--- config.mk ---
export PLATFORM = sky130hd
export DESIGN_NAME = mii_phy_side
export DESIGN_NICKNAME = d
export VERILOG_FILES = /design/src/rtl/mii_side_pkg.sv /design/src/rtl/mii_rx_capture.sv /design/src/rtl/mii_rx_strip.sv /design/src/rtl/mii_rx_out.sv /design/src/rtl/mii_line_status.sv /design/src/rtl/mii_phy_side.sv
export SDC_FILE = /design/constraint.sdc
export NUM_CORES = 1
export LEC_CHECK = 0
export BUFFER_PORTS_ARGS = -buffer_cell sky130_fd_sc_hd__buf_2
export CAP_MARGIN = 10
export CORE_AREA = 3 3 40 42
export CTS_CLUSTER_DIAMETER = 100
export DETAILED_ROUTE_END_ITERATION = 10
export DIE_AREA = 0 0 43 45
export PLACE_DENSITY = 0.61
export SYNTH_ARGS = -nofsm -noshare
export SYNTH_HDL_FRONTEND = slang
export SYNTH_SLANG_ARGS = --single-unit
--- constraint.sdc ---
create_clock -name clk -period 1.7 [get_ports clk]
set_clock_uncertainty 0.15 [all_clocks]
set_input_delay 0.34 -clock clk [delete_from_list [all_inputs] [get_ports clk]]
set_output_delay 0.34 -clock clk [all_outputs]
set_load 0.005 [all_outputs]
--- src/rtl/mii_side_pkg.sv ---
package mii_side_pkg;

  localparam int NIB_W = 4;

  typedef struct packed {
    logic             act;
    logic             ok;
    logic [NIB_W-1:0] nib;
  } rx_slot_t;

  typedef enum logic {
    ST_HUNT = 1'b0,
    ST_PASS = 1'b1
  } strip_st_e;

  function automatic logic carrier_fn(input logic rx_act, input logic tx_act,
                                      input logic fdx);
    return rx_act | (tx_act & ~fdx);
  endfunction

  function automatic logic collide_fn(input logic rx_act, input logic tx_act,
                                      input logic fdx);
    return rx_act & tx_act & ~fdx;
  endfunction

  function automatic logic halt_fn(input logic tx_act, input logic tx_bad);
    return tx_act & tx_bad;
  endfunction

endpackage

--- src/rtl/mii_rx_capture.sv ---
module mii_rx_capture
  import mii_side_pkg::*;
(
  input  logic     clk,
  input  logic     rst,
  input  rx_slot_t live,
  output rx_slot_t held
);
  always_ff @(posedge clk) begin
    if (rst) held <= '0;
    else     held <= live;
  end
endmodule

--- src/rtl/mii_rx_strip.sv ---
module mii_rx_strip
  import mii_side_pkg::*;
#(
  parameter logic [NIB_W-1:0] PRE_NIB = 4'h5,
  parameter logic [NIB_W-1:0] SFD_NIB = 4'hD
) (
  input  logic     clk,
  input  logic     rst,
  input  logic     slow_mode,
  input  rx_slot_t held,
  input  rx_slot_t live,
  output logic     sfd_hit,
  output logic     fwd
);
  strip_st_e st_q, st_d;

  always_comb begin
    sfd_hit = slow_mode && (st_q == ST_HUNT) && held.act && live.act &&
              (held.nib == PRE_NIB) && (live.nib == SFD_NIB);
    fwd     = slow_mode && (sfd_hit || ((st_q == ST_PASS) && held.act));
    st_d    = st_q;
    if (!slow_mode || !held.act) st_d = ST_HUNT;
    else if (sfd_hit)            st_d = ST_PASS;
  end

  always_ff @(posedge clk) begin
    if (rst) st_q <= ST_HUNT;
    else     st_q <= st_d;
  end
endmodule

--- src/rtl/mii_rx_out.sv ---
module mii_rx_out
  import mii_side_pkg::*;
#(
  parameter logic [NIB_W-1:0] ERR_NIB = 4'hE
) (
  input  logic             clk,
  input  logic             rst,
  input  logic             fast_mode,
  input  rx_slot_t         held,
  input  logic             fwd,
  output logic [NIB_W-1:0] rxd,
  output logic             rx_dv,
  output logic             rx_er
);
  logic             dv_d, er_d;
  logic [NIB_W-1:0] rxd_d;

  always_comb begin
    dv_d  = fast_mode ? held.act : fwd;
    er_d  = fast_mode && held.act && !held.ok;
    rxd_d = '0;
    if (dv_d) rxd_d = er_d ? ERR_NIB : held.nib;
  end

  always_ff @(posedge clk) begin
    if (rst) begin
      rxd   <= '0;
      rx_dv <= 1'b0;
      rx_er <= 1'b0;
    end else begin
      rxd   <= rxd_d;
      rx_dv <= dv_d;
      rx_er <= er_d;
    end
  end
endmodule

--- src/rtl/mii_line_status.sv ---
module mii_line_status
  import mii_side_pkg::*;
(
  input  logic rx_act,
  input  logic tx_act,
  input  logic tx_bad,
  input  logic fdx,
  output logic crs,
  output logic col,
  output logic halt
);
  always_comb begin
    crs  = carrier_fn(rx_act, tx_act, fdx);
    col  = collide_fn(rx_act, tx_act, fdx);
    halt = halt_fn(tx_act, tx_bad);
  end
endmodule

--- src/rtl/mii_phy_side.sv ---
module mii_phy_side
  import mii_side_pkg::*;
#(
  parameter logic [NIB_W-1:0] PRE_NIB = 4'h5,
  parameter logic [NIB_W-1:0] SFD_NIB = 4'hD,
  parameter logic [NIB_W-1:0] ERR_NIB = 4'hE,
  parameter bit               HAS_10M = 1'b1
) (
  input  logic             clk,
  input  logic             rst,
  input  logic             speed_100,
  input  logic             full_dup,
  input  logic             rx_active,
  input  logic [NIB_W-1:0] rx_nib,
  input  logic             rx_sym_ok,
  input  logic             tx_en,
  input  logic             tx_er,
  output logic [NIB_W-1:0] mii_rxd,
  output logic             mii_rx_dv,
  output logic             mii_rx_er,
  output logic             mii_crs,
  output logic             mii_col,
  output logic             enc_halt_req
);
  rx_slot_t live, held;
  logic     held_act, held_ok;
  logic     sfd_hit, fwd;

  assign live.act = rx_active;
  assign live.ok  = rx_sym_ok;
  assign live.nib = rx_active ? rx_nib : '0;
  assign held_act = held.act;
  assign held_ok  = held.ok;

  mii_rx_capture u_cap (.clk(clk), .rst(rst), .live(live), .held(held));

  generate
    if (HAS_10M) begin : g_strip
      mii_rx_strip #(.PRE_NIB(PRE_NIB), .SFD_NIB(SFD_NIB)) u_strip (
        .clk(clk), .rst(rst), .slow_mode(!speed_100),
        .held(held), .live(live), .sfd_hit(sfd_hit), .fwd(fwd));
    end else begin : g_nostrip
      assign sfd_hit = 1'b0;
      assign fwd     = 1'b0;
    end
  endgenerate

  mii_rx_out #(.ERR_NIB(ERR_NIB)) u_out (
    .clk(clk), .rst(rst), .fast_mode(speed_100), .held(held), .fwd(fwd),
    .rxd(mii_rxd), .rx_dv(mii_rx_dv), .rx_er(mii_rx_er));

  mii_line_status u_stat (
    .rx_act(rx_active), .tx_act(tx_en), .tx_bad(tx_er), .fdx(full_dup),
    .crs(mii_crs), .col(mii_col), .halt(enc_halt_req));
endmodule

==> impl_metrics.py <==
metrics = {
    "power": {
        "netSwitchingFraction_pct": 21.0,
        "power_uw": 542,
        "p_switching_uw": 114,
        "power.share.sequential_pct": 58.3,
        "power.density_nw_per_um2": 892,
        "ir_drop_v": 0.000321,
        "power_frac_comb_pct": 8.3,
        "power_leakage_nw": 0.303,
        "pwr-share-clk_pct": 33.4,
        "power.internal_uw": 428,
    },
    "clocking": {
        "post_cts_resized": 0,
        "insertion_delay_ns": 0.26,
        "numCtsBuffers": 3,
        "cts.sinks": 13,
        "cts.hold.buffers_added": 0,
        "clockRootBuffer": "clkbuf_4",
        "cts_setup_buffers": 0,
        "cts.clk_slew.worst_paths_ns": 0.07,
        "htreeDepth": 1,
        "cts_tree": "built",
        "clockBufferDepth": 2,
    },
    "layout": {
        "syn2layout_area_growth_pct": 31.4,
        "mostFrequentLayoutCells": "buf_2, dfxtp_1, and2_1, a21oi_1",
        "antenna_cells": 0,
        "fin_area_sq_um": 608,
        "final_cell_count_no_fill": 82,
        "final_common_cell": "buf_2",
        "drive_gt1_share_pct": 43.3,
        "final_nets": 80,
        "n_fill_cell": 131,
    },
    "synth": {
        "synthArstFlopShare_pct": 0,
        "synth-seq-cells": 13,
        "synth.avg_cell_area_sq_um": 10.8,
        "synth_edf_count": 0,
        "synth_nets": 55,
        "synth_cell_types": 21,
        "synth_cells": 43,
        "synth_flop_cell": "dfxtp_1",
        "synth-seq-area-share_pct": 56.2,
        "synthesis.area_sq_um": 463,
        "synth_warnings": 0,
    },
    "global_route": {
        "grtUsageTotal_pct": 9.37,
        "grt_max_degree": 8,
        "grt_util_met3_pct": 2.39,
        "grt_util_met1_pct": 9.78,
        "overflow": 0,
        "grt_pass1_vias": 347,
        "antenna_found_initial": 0,
        "use_met2_pct": 16.2,
        "grt_pass1_wl_um": 1320,
        "busiest_layer": "met2",
    },
    "sta": {
        "max_slew_margin_pct": 67.1,
        "hold_viol": 0,
        "fin_crit_ns": 1.23,
        "rsz0062_at_grt": "false",
        "max_freq_mhz": 816,
        "finalSetupTns_ns": 0,
        "setup_slack_ns": 0.475,
        "fin_crit_sh_pct": 72.1,
        "worst_pin_slew_ns": 0.489,
        "setup_viol": 0,
        "drv_slew": 0,
    },
    "route": {
        "firstDrtPassIters": 2,
        "wl_um": 794,
        "vias": 378,
        "drtIter0Drc": 3,
        "ant_nets": 0,
        "wire_per_inst_um": 9.68,
        "route.detailed.drc": 0,
        "via_per_inst": 4.61,
    },
    "place": {
        "place_ws_ns": 0.373,
        "hpwlAfterDp_um": 662,
        "place_congestion": 0.688,
        "numPortBuffers": 20,
        "placed_cell_area_sq_um": 582,
        "dp.cells": 78,
    },
    "worst_setup_path": {
        "critical_path_class": "in2out",
        "crit_required_ns": 1.21,
        "critPathLaunchType": "input pin",
        "end_kind": "output pin",
        "path_max_fanout": 2,
        "cp.arrival_ns": 0.74,
    },
    "job": {
        "cap_violations": 0,
    },
    "die": {
        "ios": 21,
        "start_util_pct": 36.0,
        "rows": 13,
        "design.die.area_sq_um": 1940,
        "fp.coreArea_sq_um": 1280,
        "die-height_um": 45,
        "fp.dieW_um": 43,
    },
    "outcome": {
        "outcome": "finished clean",
    },
    "min_path": {
        "min_path_type": "in2reg",
    },
}
final cells by class:
cell class	instances	area, sq um	share of cell area (%)
Sequential cell	13	260	42.8
Multi-Input combinational cell	29	199	32.7
Tap cell	15	18.8	3.09
Timing Repair Buffer	20	100	16.5
Clock buffer	4	26.3	4.32
Inverter	1	3.75	0.617
cells in the mapped netlist (2+ instances only):
cell type / number / area share (%)
a21oi_1: 4 / 4.3
and2_1: 4 / 5.4
and2b_2: 2 / 3.8
dfxtp_1: 13 / 56
nand2b_1: 2 / 2.7
nor2_1: 3 / 2.4
routing by layer:
metal / wire [um] / share of wire [%] / vias to the layer above
met5: 0 / 0 / -
met4: 16 / 2.0 / 0
met3: 60 / 7.6 / 2
met2: 400 / 50 / 15
met1: 317 / 40 / 167
li1: - / - / 194
worst max-delay path, stage by stage:
cell	delay, ns
buf_2	0.10
inv_1	0.05
and3_1	0.15
buf_2	0.10
metrics by stage:
stage	util, %	hold slack [ns]
CTS	47.3	0.117
global placement	45.3	0.250
finish	47.3	0.123
global route	47.3	0.119
floorplan	-	0.240
detailed placement	45.3	0.256
flip-flops by register name, indices dropped and copies added (netlist names):
signal / cells
u_out.rx_er: 1
u_out.rx_dv: 1
u_out.rxd: 4
g_strip.u_strip.st_q: 1
u_cap.held: 6
cell families (layout without fill, tap and decap cells):
kind of cell | Yosys count | count (layout) | share of synthesized area [%]
compound gates | 7 | 7 | 8.38
buf+inv | 1 | 25 | 0.810
flops | 13 | 13 | 56.2
simple gates | 22 | 22 | 34.6
final timing paths:
check,start,to,slack (ns),cells past startpoint
worst max-delay path,full_dup,mii_col,0.47,4
worst min-delay path,speed_100,g_strip.u_strip.st_q,0.12,2
worst max register to register,u_cap.held[3],u_out.rxd[2],0.54,3
worst min register to register,u_cap.held[4],u_out.rx_er,0.27,1
power groups by stage:
stage	clock network, mW	registers [mW]	logic [mW]
floorplan	0	0.323	0.0221
detailed placement	0	0.323	0.0454
global route	0.203	0.317	0.0502
finish	0.181	0.316	0.0449
CTS	0.188	0.316	0.0457
global placement	0	0.323	0.0447
Power figures use the tool's default switching activity.
